[src/rtl/split_cfg_pkg.sv]
package split_cfg_pkg;
   // Which part of a word an access touches
   typedef enum logic [1:0] {
      HALF_NONE = 2'd0,
      HALF_HI   = 2'd1,
      HALF_LO   = 2'd2,
      HALF_ALL  = 2'd3
   } half_sel_e;
endpackage

[src/rtl/split_cfg_decode.sv]
module split_cfg_decode
   import split_cfg_pkg::*;
#(
   parameter int ADDR_W     = 5,
   parameter int NUM_REGS   = 2,
   parameter int REG_STRIDE = 8,
   localparam int IDX_W     = (NUM_REGS > 1) ? $clog2(NUM_REGS) : 1
) (
   input  logic [ADDR_W-1:0] addr_i,
   input  logic              wide_i,
   output logic              hit_o,
   output logic [IDX_W-1:0]  idx_o,
   output half_sel_e         half_o
);
   // Offsets at or above NUM_REGS*REG_STRIDE (flush window and beyond) fall through as no hit
   always_comb begin
      hit_o  = 1'b0;
      idx_o  = '0;
      half_o = HALF_NONE;
      for (int i = 0; i < NUM_REGS; i++) begin
         if (addr_i == ADDR_W'(i * REG_STRIDE)) begin
            hit_o  = 1'b1;
            idx_o  = IDX_W'(i);
            half_o = wide_i ? HALF_ALL : HALF_HI;
         end else if (addr_i == ADDR_W'(i * REG_STRIDE + REG_STRIDE / 2)) begin
            hit_o  = 1'b1;
            idx_o  = IDX_W'(i);
            half_o = HALF_LO;
         end
      end
   end
endmodule

[src/rtl/split_word_reg.sv]
module split_word_reg
   import split_cfg_pkg::*;
#(
   parameter int DATA_W  = 64,
   localparam int HALF_W = DATA_W / 2
) (
   input  logic              clk,
   input  logic              rst_n,
   input  logic              wr_en,
   input  half_sel_e         mode,
   input  logic [DATA_W-1:0] wdata,
   output logic [DATA_W-1:0] q
);
   always_ff @(posedge clk) begin
      if (!rst_n) begin
         q <= '0;
      end else if (wr_en) begin
         case (mode)
            HALF_ALL: q <= wdata;
            HALF_HI:  q[DATA_W-1:HALF_W] <= wdata[HALF_W-1:0];
            HALF_LO:  q[HALF_W-1:0]      <= wdata[HALF_W-1:0];
            default:  q <= q;
         endcase
      end
   end


   hi_keeps_lo_chk: assert property (@(posedge clk) disable iff (!rst_n)
      (wr_en && mode == HALF_HI) |=> (q[HALF_W-1:0] == $past(q[HALF_W-1:0])));

   lo_keeps_hi_chk: assert property (@(posedge clk) disable iff (!rst_n)
      (wr_en && mode == HALF_LO) |=> (q[DATA_W-1:HALF_W] == $past(q[DATA_W-1:HALF_W])));

   hold_idle_chk: assert property (@(posedge clk) disable iff (!rst_n)
      !wr_en |=> $stable(q));
endmodule

[src/rtl/split_cfg_regs.sv]
module split_cfg_regs
   import split_cfg_pkg::*;
#(
   parameter int ADDR_W     = 5,
   parameter int DATA_W     = 64,
   parameter int REG_STRIDE = 8
) (
   input  logic              clk,
   input  logic              rst_n,
   input  logic              req_i,
   input  logic              we_i,
   input  logic              wide_i,
   input  logic [ADDR_W-1:0] addr_i,
   input  logic [DATA_W-1:0] wdata_i,
   output logic [DATA_W-1:0] rdata_o,
   output logic              rvalid_o,
   output logic [DATA_W-1:0] ctrl_o,
   output logic [DATA_W-1:0] base_o
);
   localparam int NUM_REGS = 2;
   localparam int HALF_W   = DATA_W / 2;
   localparam int IDX_W    = $clog2(NUM_REGS);

   if (DATA_W % 2 != 0 || DATA_W < 2) begin : g_bad_width
      $error("DATA_W must be even");
   end
   if ((1 << ADDR_W) < (NUM_REGS + 1) * REG_STRIDE) begin : g_bad_addr
      $error("ADDR_W too narrow for register and flush windows");
   end

   logic             dec_hit;
   logic [IDX_W-1:0] dec_idx;
   half_sel_e        dec_half;
   logic [DATA_W-1:0] word_q [NUM_REGS];
   logic [DATA_W-1:0] rd_next;
   logic              rd_req;

   split_cfg_decode #(
      .ADDR_W    (ADDR_W),
      .NUM_REGS  (NUM_REGS),
      .REG_STRIDE(REG_STRIDE)
   ) decode_i (
      .addr_i(addr_i),
      .wide_i(wide_i),
      .hit_o (dec_hit),
      .idx_o (dec_idx),
      .half_o(dec_half)
   );

   for (genvar g = 0; g < NUM_REGS; g++) begin : g_word
      split_word_reg #(.DATA_W(DATA_W)) word_i (
         .clk  (clk),
         .rst_n(rst_n),
         .wr_en(req_i && we_i && dec_hit && (dec_idx == IDX_W'(g))),
         .mode (dec_half),
         .wdata(wdata_i),
         .q    (word_q[g])
      );
   end

   assign ctrl_o = word_q[0];
   assign base_o = word_q[1];
   assign rd_req = req_i && !we_i;

   always_comb begin
      rd_next = '0;
      if (dec_hit) begin
         case (dec_half)
            HALF_ALL: rd_next = word_q[dec_idx];
            HALF_HI:  rd_next = {{HALF_W{1'b0}}, word_q[dec_idx][DATA_W-1:HALF_W]};
            HALF_LO:  rd_next = {{HALF_W{1'b0}}, word_q[dec_idx][HALF_W-1:0]};
            default:  rd_next = '0;
         endcase
      end
   end

   always_ff @(posedge clk) begin
      if (!rst_n) begin
         rvalid_o <= 1'b0;
         rdata_o  <= '0;
      end else begin
         rvalid_o <= rd_req;
         if (rd_req) begin
            rdata_o <= rd_next;
         end
      end
   end


   rd_pulse_chk: assert property (@(posedge clk) disable iff (!rst_n)
      rd_req |=> rvalid_o);

   rd_quiet_chk: assert property (@(posedge clk) disable iff (!rst_n)
      !rd_req |=> !rvalid_o);

   sink_write_chk: assert property (@(posedge clk) disable iff (!rst_n)
      (req_i && we_i && !dec_hit) |=> ($stable(ctrl_o) && $stable(base_o)));

   sink_read_chk: assert property (@(posedge clk) disable iff (!rst_n)
      (rd_req && !dec_hit) |=> (rdata_o == '0));
endmodule

[config.mk]
export PLATFORM = sky130hd
export DESIGN_NAME = split_cfg_regs
export DESIGN_NICKNAME = d
export VERILOG_FILES = /design/src/rtl/split_cfg_pkg.sv /design/src/rtl/split_cfg_decode.sv /design/src/rtl/split_word_reg.sv /design/src/rtl/split_cfg_regs.sv
export SDC_FILE = /design/constraint.sdc
export NUM_CORES = 1
export LEC_CHECK = 0
export BUFFER_PORTS_ARGS = -buffer_cell sky130_fd_sc_hd__buf_2
export CORE_UTILIZATION = 49
export DETAILED_ROUTE_END_ITERATION = 8
export PLACE_DENSITY = 0.82
export SLEW_MARGIN = 15
export SYNTH_ARGS = -nofsm -noshare
export SYNTH_HDL_FRONTEND = slang
export SYNTH_SLANG_ARGS = --single-unit
[constraint.sdc]
create_clock -name clk -period 2.3 [get_ports clk]
set_input_delay 0.115 -clock clk [delete_from_list [all_inputs] [get_ports clk]]
set_output_delay 0.115 -clock clk [all_outputs]
set_load 0.02 [all_outputs]
Word level (Yosys, flattened, before mapping)
Index checks and enable logic that the tools add are counted.

Magnitude comparators: 1. Equality and inequality tests: 6. Multiplexer cells: 17. Bitwise gates (word level): 2. Reduce and logical (&&, ||, !) cells: 13.

Operators with widths (count): 64-bit two-way mux (4); 64-bit case mux with 3 select lines (1); 32-bit case mux with 2 select lines (1); 5-bit by 4-bit equality test with 1-bit output (second input constant) (2); 2-bit two-way mux (5); 2-bit AND reduction (4); 1-bit two-way mux (6); 5-bit by 3-bit equality test with 1-bit output (second input constant) (1); 1-bit logical AND (5); 5-bit logical NOT (1); 2-bit equality test (second input constant) (2); 2-bit by 1-bit equality test with 1-bit output (second input constant) (1); 2-bit >= comparator (second input constant) (1); 1-bit inverter with 2-bit output (1); 2-bit nonzero test (1); 2-bit OR reduction (1); 1-bit logical NOT (1); 1-bit inverter (1).

Register bits: 193. Output and inout port bits: 193. Word-level logic and storage cells: 45.

Logic depth before layout (Yosys ltp)
Gate-level depths: netlist (run 1).

Depth in word-level cells: 9. Gate-level depth with buffers: 8. Depth with buffers taken out: 4.

By module
From an unflattened synthesis (run 1), not the netlist that was laid out.

Cells, all modules: 929. Area, all modules: 9399.0 um^2.

By module, submodules not included: split_word_reg (times used 2, cells an instance 294, area an instance 3047.9 um^2); split_cfg_regs (times used 1, cells an instance 337, area an instance 3273.1 um^2); split_cfg_decode (times used 1, cells an instance 4, area an instance 30.0 um^2).

Least setup slack after synthesis (run 1)
No wires, ideal clock.

Path type: input -> register. Start: input addr_i[1]. End: register g_word[0].word_i.q[31]. Setup time: 0.132 ns. Data arrival time: 1.365 ns. Data required time: 2.168 ns. Path slack: 0.802 ns. Stages: 7. Cell sequence: or3_1 -> buf_2 -> or3_1 -> buf_2 -> buf_6 -> nand2_1 -> a21oi_1.

Longest elaborated chain between the ends: 8. Elaborated cells on any way between the ends: 21. Those cells by class: eq/ne: 5; mux: 10; bitwise: 1; reduce/logical: 5.

RTL lines: from (decl) (line split_cfg_regs.sv:13) `input logic [ADDR_W-1:0] addr_i,`; 5-bit by 3-bit equality test with 1-bit output (line split_cfg_decode.sv:25) `end else if (addr_i == ADDR_W'(i * REG_STRIDE + REG_STRIDE / 2)) begin`; 2-bit two-way mux or 1-bit two-way mux (tied branches) (line split_cfg_decode.sv:25); 2-bit two-way mux or 1-bit two-way mux (tied branches) (line split_cfg_decode.sv:21) `if (addr_i == ADDR_W'(i * REG_STRIDE)) begin`; 2-bit two-way mux or 1-bit two-way mux (tied branches) (line split_cfg_decode.sv:25); 2-bit two-way mux or 1-bit two-way mux (tied branches) (line split_cfg_decode.sv:21); 2-bit equality test or 1-bit logical AND (tied branches) (line split_word_reg.sv:18, split_cfg_regs.sv:54); 2-bit OR reduction (no line) or 1-bit logical AND (tied branches); 2-bit AND reduction (no line) (*); to (signal assigned) (line split_word_reg.sv:19) `HALF_ALL: q <= wdata;`; to (signal, indexed assignment) (line split_word_reg.sv:20) `HALF_HI: q[DATA_W-1:HALF_W] <= wdata[HALF_W-1:0];`; to (signal, indexed assignment) (line split_word_reg.sv:21) `HALF_LO: q[HALF_W-1:0] <= wdata[HALF_W-1:0];`; to (decl) (line split_word_reg.sv:12) `output logic [DATA_W-1:0] q`.

Mark *: on every way between the ends. The rest lies on a longest branch, timed or not. A chain may end at the register's enable or synchronous reset.

Worst setup path after layout (run 1)
Start: input addr_i[1]. End: register g_word[1].word_i.q[42].

Longest elaborated chain between the ends: 8. Elaborated cells on any way between the ends: 21. Those cells by class: eq/ne: 5; mux: 11; reduce/logical: 5.

RTL lines: 5-bit by 3-bit equality test with 1-bit output (line split_cfg_decode.sv:25); 2-bit two-way mux or 1-bit two-way mux (tied branches) (line split_cfg_decode.sv:25); 2-bit two-way mux or 1-bit two-way mux (tied branches) (line split_cfg_decode.sv:21); 2-bit two-way mux or 1-bit two-way mux (tied branches) (line split_cfg_decode.sv:25); 2-bit two-way mux or 1-bit two-way mux (tied branches) (line split_cfg_decode.sv:21); 2-bit equality test (tied with other cells) (line split_word_reg.sv:18) `case (mode)`; 2-bit nonzero test (no line) or 1-bit logical AND (tied branches); 2-bit AND reduction (no line); to (signal assigned) (line split_word_reg.sv:19); to (signal, indexed assignment) (line split_word_reg.sv:20); to (signal, indexed assignment) (line split_word_reg.sv:21); to (decl) (line split_word_reg.sv:12).

Parallel ways exist; a longest one is shown, timed or not.

==> results of run 1 <==
[sequential cells by signal, indices dropped and copies added, names as in the netlist]
name and cells:
g_word.word_i.q 128, rvalid_o 1, rdata_o 64
[area by class of cell]
type / count / area (µm²)
inverter: 1 / 5.00
sequential: 193 / 3860
multi-input combinational: 567 / 3700
timing repair buffer: 357 / 2200
clock buffer: 20 / 467
fill: 1198 / 4730
tap: 211 / 264
antenna: 1 / 2.50
clock inverter: 12 / 194
[per-stage QoR]
| stage | setup WS (ns) | utilization, % | instance area (µm²) |
|---|---|---|---|
| final | 0.470 | 69.3 | 10700 |
| after global routing | 0.359 | 69.3 | 10700 |
| after CTS | 0.507 | 69.3 | 10700 |
| after detailed placement | 0.488 | 60.9 | 9390 |
| after global placement | 0.529 | 60.9 | 9390 |
| after floorplan | 0.802 | - | 7860 |
[how the worst max path moves through the flow]
stage,start,end,slack (ns),depth (start not counted)
after floorplan,addr_i[1],g_word[0].word_i.q[31],0.80,7
after global placement,addr_i[1],g_word[0].word_i.q[5],0.53,6
after detailed placement,addr_i[1],g_word[0].word_i.q[10],0.49,6
after CTS,addr_i[1],g_word[1].word_i.q[42],0.51,7
after global routing,addr_i[1],g_word[1].word_i.q[42],0.36,7
final,addr_i[1],g_word[1].word_i.q[42],0.47,7
[report_power, final]
part	switching, mW	internal [mW]
logic	0.278	0.203
clock network	1.35	1.94
registers	0.0153	3.35
[worst reg2reg max path, stage by stage (launching register included)]
cell and delay [ns]:
dfxtp_1 0.43, o21ai_1 0.10, a31oi_1 0.16, dlygate4sd3_1 0.56
[cells in the mapped netlist, drive strengths merged (3+ instances only)]
| cell type | count | area share, % |
|---|---|---|
| a21oi | 64 | 4.1 |
| a22o | 31 | 3.5 |
| a2bb2oi | 32 | 3.6 |
| a31oi | 64 | 5.1 |
| buf | 37 | 2.6 |
| clkbuf | 37 | 1.8 |
| dfxtp | 193 | 49 |
| mux2i | 33 | 4.2 |
| mux4 | 31 | 8.9 |
| nand2 | 195 | 9.3 |
| nor2 | 35 | 1.7 |
| nor3 | 5 | 0.59 |
| o21ai | 64 | 4.1 |
| or3 | 3 | 0.24 |
[placed cells by master (no fill, tap or decap), types with 32 or more instances in the layout]
cell / instances
a21oi_1: 64
a2bb2oi_1: 32
a31oi_1: 64
buf_2: 266
dfxtp_1: 193
dlygate4sd3_1: 64
mux2i_1: 33
nand2_1: 195
nor2_1: 33
o21ai_1: 56
[logic make-up (layout without fill, tap and decap cells)]
family                 after synthesis  after routing
other                                0              1
AND/OR/NAND/NOR                    247            247
AO/OA/AOI/OAI                      256            256
buffers and inverters               75            390
multiplexers                        64             64
flip-flops                         193            193
[per-layer routing]
layer	part of all wire, %	wire, µm
met2	48	13300
met5	0	0
met3	10	2860
met4	3.9	1070
met1	38	10400
[repair_timing]
action,in CTS,in global routing
endpoints found under the hold margin,124,0
hold buffers,64,0
setup buffers,0,0
==> results.json, run 1 <==
{
  "run_status": "completed",
  "met1_usage_pct": 39.9,
  "synth-main-ff-cell": "dfxtp_1",
  "grt_pass1_wl_mm": 42.4,
  "numCtsBuffers": 17,
  "clk_path_buf_depth": 2,
  "setup_viol": 0,
  "dr_total_vias": 8130,
  "cts-htree-levels": 4,
  "fmax_mhz": 546,
  "io_buffer_count": 266,
  "drtIter0Drc": 778,
  "die-area_mm2": 0.0166,
  "r2r_slack_ns": 0.99,
  "cp-start-kind": "input pin",
  "synth_compound_area_share_pct": 20.4,
  "via_per_inst": 5.97,
  "syn_avg_cell_area_um2": 9.41,
  "busiest_layer": "met2",
  "critPathKind": "input pin to flip-flop",
  "synth-seq-cells": 193,
  "wl_mm": 27.6,
  "syn_area_mm2": 0.00786,
  "nNetsFinal": 1211,
  "finalNonFillerCells": 1362,
  "dp_hpwl_mm": 17.1,
  "seq_area_frac_synth_pct": 49.2,
  "fin_crit_ns": 1.83,
  "root_buffer": "clkbuf_16",
  "overflow": 0,
  "reg2regPathDepth": 3,
  "whs_endpoint": "g_word[0].word_i.q[38]",
  "syn_to_final_growth_pct": 36.0,
  "coreArea_mm2": 0.0154,
  "grt_pass1_vias": 7860,
  "crit_path_max_fanout": 42,
  "pin_count": 267,
  "hold_violations": 0,
  "synth-adder-area-share_pct": 0,
  "synth_top_family_by_area": "compound AO/OA/AOI/OAI gates",
  "drive_gt1_share_pct": 31.9,
  "dp_cells": 1265,
  "drc_errors": 0,
  "final-max-slew-violation-count": 0,
  "grt_max_degree": 98,
  "synth-simple-area-share_pct": 13.0,
  "cp_top_family": "buffers and inverters",
  "drv_cap": 0,
  "synth_edf_count": 0,
  "finalPower_mw": 7.14,
  "tns_ns": 0,
  "finalClockSkew_ns": 0.0105,
  "crit_required_ns": 2.67,
  "synth.distinct_cells": 30,
  "cts_sinks": 193,
  "start_util_pct": 50.9,
  "r2r_end": "g_word[1].word_i.q[42]",
  "power.density_mw_per_mm2": 668,
  "holdPathStages": 3,
  "antenna_found_initial": 1,
  "die_h_um": 129,
  "max-vdd-ir-drop_uv": 501,
  "cts.clk_slew.worst_paths_ns": 0.07,
  "mappedNetlistNets": 909,
  "crit_path_end_kind": "flip-flop",
  "yosys_warnings": 0,
  "cts_resized": 0,
  "r2r_start": "g_word[1].word_i.q[42]",
  "gp_congestion": 0.868,
  "use_met3_pct": 9.31,
  "final.period_utilization_pct": 79.6,
  "synth.mux.area_fraction_pct": 13.1,
  "gr-usage-met2_pct": 56.5,
  "path_buf_inv": 3,
  "slowest_delay_ns": 0.56,
  "rsz0062_at_grt": "no",
  "tightestPinTransition_ns": 1.13,
  "die_w_um": 129,
  "async_flop_share_pct": 0,
  "p_leak_nw": 4.58,
  "num_rows": 45,
  "cp.arrival_ns": 2.20,
  "cts_tree": "yes",
  "cp_slowest_cell": "dlygate4sd3_1",
  "synthXorXnorAreaFrac_pct": 0,
  "synthCells": 835,
  "maxSlewHeadroom_pct": 24.7,
  "clock_latency_ns": 0.43,
  "wl_per_cell_um": 20.3,
  "hp-start": "wdata_i[38]",
  "grt_use_total_pct": 33.7,
  "dr.pass1.iters": 5,
  "min_path_type": "input pin to flip-flop",
  "hold_slack_ns": 0.0199,
  "antenna_left": 0,
  "path_cells": "buf_2 -> nor4b_4 -> nor3b_4 -> buf_4 -> o21ai_1 -> a31oi_1 -> dlygate4sd3_1"
}
Note: power is estimated with default switching activity, not from simulation.
==> inputs of run 2 (changes only) <==
--- a/config.mk
+++ b/config.mk
@@ -6,9 +6,9 @@
 export NUM_CORES = 1
 export LEC_CHECK = 0
 export BUFFER_PORTS_ARGS = -buffer_cell sky130_fd_sc_hd__buf_2
-export CORE_UTILIZATION = 49
+export CORE_UTILIZATION = 45
 export DETAILED_ROUTE_END_ITERATION = 8
-export PLACE_DENSITY = 0.82
+export PLACE_DENSITY = 0.8
 export SLEW_MARGIN = 15
 export SYNTH_ARGS = -nofsm -noshare
 export SYNTH_HDL_FRONTEND = slang
==> constraint.sdc (replaced) <==
create_clock -name clk -period 1.5 [get_ports clk]
set_input_delay 0.075 -clock clk [delete_from_list [all_inputs] [get_ports clk]]
set_output_delay 0.075 -clock clk [all_outputs]
set_load 0.02 [all_outputs]
==> results.json, run 2 (synthesis gave the netlist of run 1 again) <==
{
  "finalPower_mw": 10.5,
  "max-vdd-ir-drop_uv": 968,
  "finalNonFillerCells": 1386,
  "holdPathStages": 4,
  "cts-htree-levels": 4,
  "dp_hpwl_mm": 18.4,
  "dp_cells": 1289,
  "min_path_type": "input pin to flip-flop",
  "reg2regPathDepth": 2,
  "die_w_um": 134,
  "nNetsFinal": 1226,
  "power.density_mw_per_mm2": 967,
  "cp.arrival_ns": 1.64,
  "drv_cap": 0,
  "drtIter0Drc": 795,
  "grt_max_degree": 98,
  "post_cts_buffers": 0,
  "hold_violations": 0,
  "tns_ns": 0,
  "rsz0062_at_grt": "no",
  "antenna_found_initial": 0,
  "run_status": "completed",
  "slowest_delay_ns": 0.49,
  "critPathKind": "input pin to flip-flop",
  "root_buffer": "clkbuf_16",
  "drive_gt1_share_pct": 32.5,
  "crit_path_max_fanout": 11,
  "start_util_pct": 46.7,
  "grt_use_total_pct": 31.1,
  "gp_congestion": 0.848,
  "syn_to_final_growth_pct": 37.9,
  "top_regs": "g_word.word_i.q x128, rdata_o x64, rvalid_o x1",
  "final.period_utilization_pct": 86.3,
  "cp-start-kind": "input pin",
  "p_leak_nw": 4.64,
  "io_buffer_count": 266,
  "wl_mm": 27.8,
  "finalClockSkew_ns": 0.00835,
  "num_rows": 47,
  "setup_viol": 0,
  "pin_count": 267,
  "numCtsBuffers": 17,
  "dr_total_vias": 8136,
  "final_core_util_pct": 64.5,
  "cts_tree": "yes",
  "cp_top_family": "simple AND/OR/NAND/NOR gates",
  "cts_sinks": 193,
  "coreArea_mm2": 0.0168,
  "cts.clk_slew.worst_paths_ns": 0.07,
  "max_flop_register": "g_word.word_i.q",
  "overflow": 0,
  "cp_slowest_cell": "or3_1",
  "clock_latency_ns": 0.43,
  "final_common_cell": "buf_2",
  "path_buf_inv": 3,
  "drc_errors": 0,
  "final-max-slew-violation-count": 0,
  "fin_crit_ns": 1.29,
  "crit_cells": 7,
  "die-area_mm2": 0.0180,
  "fmax_mhz": 773,
  "wl_per_cell_um": 20.1,
  "path_cells": "buf_2 -> or3_1 -> buf_4 -> nor3_4 -> buf_4 -> nand2_1 -> a21oi_1",
  "grt_pass1_vias": 8055,
  "hold_slack_ns": 0.134,
  "largest_register_ffs": 128,
  "crit_path_end_kind": "flip-flop",
  "die_h_um": 134,
  "most-common-layout-cells": "buf_2 (266), nand2_1 (195), dfxtp_1 (193)",
  "antenna_left": 0,
  "crit_required_ns": 1.84,
  "via_per_inst": 5.87,
  "worst_path_most_repeated_cell": "buf_4",
  "clk_path_buf_depth": 2,
  "maxSlewHeadroom_pct": 29.6,
  "dr.pass1.iters": 7,
  "grt_pass1_wl_mm": 43.1,
  "tightestPinTransition_ns": 1.05
}
## run 2: worst paths after layout
kind,endpoint,slack (ns),startpoint
max reg2reg,rdata_o[25],0.34,g_word[1].word_i.q[57]
min,rdata_o[31],0.13,we_i
max,g_word[0].word_i.q[8],0.21,addr_i[1]
min reg2reg,g_word[1].word_i.q[23],0.47,g_word[1].word_i.q[23]
## run 2: where the power goes
| group | switching [mW] | internal (mW) |
|---|---|---|
| clock | 2.02 | 2.52 |
| combinational | 0.435 | 0.337 |
| sequential | 0.0235 | 5.14 |
| total | 2.48 | 8.00 |
## run 2: layout make-up
class / instances / area, µm²
fill: 1325 / 5980
sequential: 193 / 3860
multi-input combinational: 567 / 3700
timing repair buffer: 372 / 2410
clock buffer: 21 / 450
tap: 220 / 275
clock inverter: 11 / 134
inverter: 1 / 5.00
antenna: 1 / 2.50
## run 2: layer usage
| metal | wire (µm) | GRT usage [%] | part of all wire, % |
|---|---|---|---|
| met1 | 10700 | 37.2 | 38 |
| met2 | 13500 | 52.0 | 49 |
| met3 | 2860 | 8.62 | 10 |
| met4 | 769 | 14.1 | 2.8 |
| met5 | 0 | 0 | 0 |
## run 2: timing repair
item / in CTS / in global routing
hold buffers: 64 / 0
endpoints found under the hold margin: 128 / 0
gates resized for setup: 0 / 0
## run 2: through the flow
stage,worst slack (ns),area [µm²]
2_1_floorplan,0.0425,7860
3_3_place_gp,-0.100,9610
3_5_place_dp,-0.183,9610
4_1_cts,0.249,10800
5_1_grt,0.178,10800
6_report,0.206,10800
## run 2: worst min-delay path, cell delays in order
cell and delay (ns):
buf_2 0.11, nor2b_1 0.10, nand3_1 0.11, o311ai_0 0.11
==> inputs of run 3 (changes only) <==
--- a/config.mk
+++ b/config.mk
@@ -5,7 +5,7 @@
 export SDC_FILE = /design/constraint.sdc
 export NUM_CORES = 1
 export LEC_CHECK = 0
-export BUFFER_PORTS_ARGS = -buffer_cell sky130_fd_sc_hd__buf_2
+export BUFFER_PORTS_ARGS = -buffer_cell sky130_fd_sc_hd__buf_4
 export CORE_UTILIZATION = 45
 export DETAILED_ROUTE_END_ITERATION = 8
 export PLACE_DENSITY = 0.8
==> results.json, run 3 (synthesis gave the netlist of run 1 again) <==
{
  "critPathKind": "input pin to flip-flop",
  "pin_count": 267,
  "grt_pass1_vias": 7856,
  "drc_errors": 0,
  "top_regs": "g_word.word_i.q x128, rdata_o x64, rvalid_o x1",
  "p_leak_nw": 4.71,
  "nNetsFinal": 1234,
  "final-max-slew-violation-count": 0,
  "rsz0062_at_grt": "no",
  "fmax_mhz": 792,
  "maxSlewHeadroom_pct": 30.5,
  "holdPathStages": 4,
  "die-area_mm2": 0.0180,
  "post_cts_buffers": 0,
  "worst_slack_ns": 0.237,
  "finalPower_mw": 10.5,
  "power.density_mw_per_mm2": 907,
  "dp_hpwl_mm": 19.0,
  "cts-htree-levels": 4,
  "cts.clk_slew.worst_paths_ns": 0.08,
  "crit_path_max_fanout": 32,
  "overflow": 0,
  "grt_use_total_pct": 31.4,
  "tightestPinTransition_ns": 1.04,
  "min_path_type": "input pin to flip-flop",
  "wl_mm": 28.6,
  "postLayoutCellArea_mm2": 0.0115,
  "num_rows": 47,
  "wl_per_cell_um": 20.5,
  "most-common-layout-cells": "buf_4 (307), nand2_1 (195), dfxtp_1 (193)",
  "cp-start-kind": "input pin",
  "fin_crit_ns": 1.26,
  "dp_cells": 1297,
  "finalNonFillerCells": 1393,
  "start_util_pct": 46.7,
  "finalClockSkew_ns": 0.00789,
  "crit_path_end_kind": "flip-flop",
  "die_w_um": 134,
  "num_antenna_cells": 0,
  "cts_resized": 0,
  "hold_violations": 0,
  "cts_tree": "yes",
  "die_h_um": 134,
  "post_dp_cell_area_mm2": 0.0103,
  "drive_gt1_share_pct": 33.2,
  "post-place-ws_ns": -0.143,
  "max-vdd-ir-drop_uv": 819,
  "cts_sinks": 193,
  "root_buffer": "clkbuf_16",
  "reg2regPathDepth": 2,
  "drtIter0Drc": 890,
  "grt_pass1_wl_mm": 43.5,
  "largest_register_ffs": 128,
  "gp_congestion": 0.820,
  "setup_viol": 0,
  "syn_to_final_growth_pct": 46.8,
  "max_flop_register": "g_word.word_i.q",
  "antenna_left": 0,
  "numCtsBuffers": 17,
  "coreArea_mm2": 0.0168,
  "run_status": "completed",
  "cp.arrival_ns": 1.61,
  "via_per_inst": 5.94,
  "dr_total_vias": 8276,
  "final_common_cell": "buf_4",
  "clk_path_buf_depth": 2,
  "final.period_utilization_pct": 84.2,
  "dr.pass1.iters": 5,
  "drv_cap": 0,
  "clock_latency_ns": 0.44,
  "antenna_found_initial": 0,
  "io_buffer_count": 266,
  "crit_required_ns": 1.85,
  "grt_max_degree": 76
}
## run 3: area by class of cell
class / count / area, µm²
fill: 1227 / 5280
sequential: 193 / 3860
multi-input combinational: 567 / 3700
timing repair buffer: 380 / 3130
clock buffer: 19 / 453
tap: 220 / 275
clock inverter: 13 / 119
inverter: 1 / 5.00
## run 3: layer usage
metal	routed length, µm	vias up	GRT usage [%]
met2	13700	591	52.6
met5	0	-	0
met3	2830	85	6.84
met1	11000	3940	39.0
met4	991	0	13.5
li1	-	3660	-
## run 3: worst paths after layout
check | startpoint | to | slack, ns
max | addr_i[1] | g_word[0].word_i.q[33] | 0.24
min | addr_i[4] | rdata_o[31] | 0.09
max reg2reg | g_word[1].word_i.q[46] | rdata_o[14] | 0.35
min reg2reg | g_word[1].word_i.q[15] | g_word[1].word_i.q[15] | 0.47
## run 3: worst max-delay path, stage by stage
cell     delay, ns
buf_4         0.13
or3_1         0.38
buf_4         0.18
nor3_4        0.26
buf_12        0.22
o21ai_0       0.12
a31oi_1       0.23
## run 3: stage by stage
step | utilization (%) | TNS, ns | hold slack, ns
finish | 68.6 | 0 | 0.0880
floorplan | - | 0 | 0.211
CTS | 68.6 | 0 | 0.0660
detailed placement | 61.4 | -8.58 | 0.349
global route | 68.6 | 0 | 0.0784
global placement | 61.4 | -3.29 | 0.342
## run 3: where the power goes
| group | leakage [nW] | internal [mW] | switching (mW) | total [mW] |
|---|---|---|---|---|
| combinational | 2.88 | 0.401 | 0.442 | 0.843 |
| sequential | 1.55 | 5.14 | 0.0239 | 5.17 |
| clock | 0.277 | 2.28 | 2.18 | 4.45 |
| total | 4.71 | 7.82 | 2.65 | 10.5 |
## run 3: repair_timing
item,CTS,global route
endpoints found under the hold margin,128,0
endpoints found under the setup margin,0,0
hold buffers,64,0
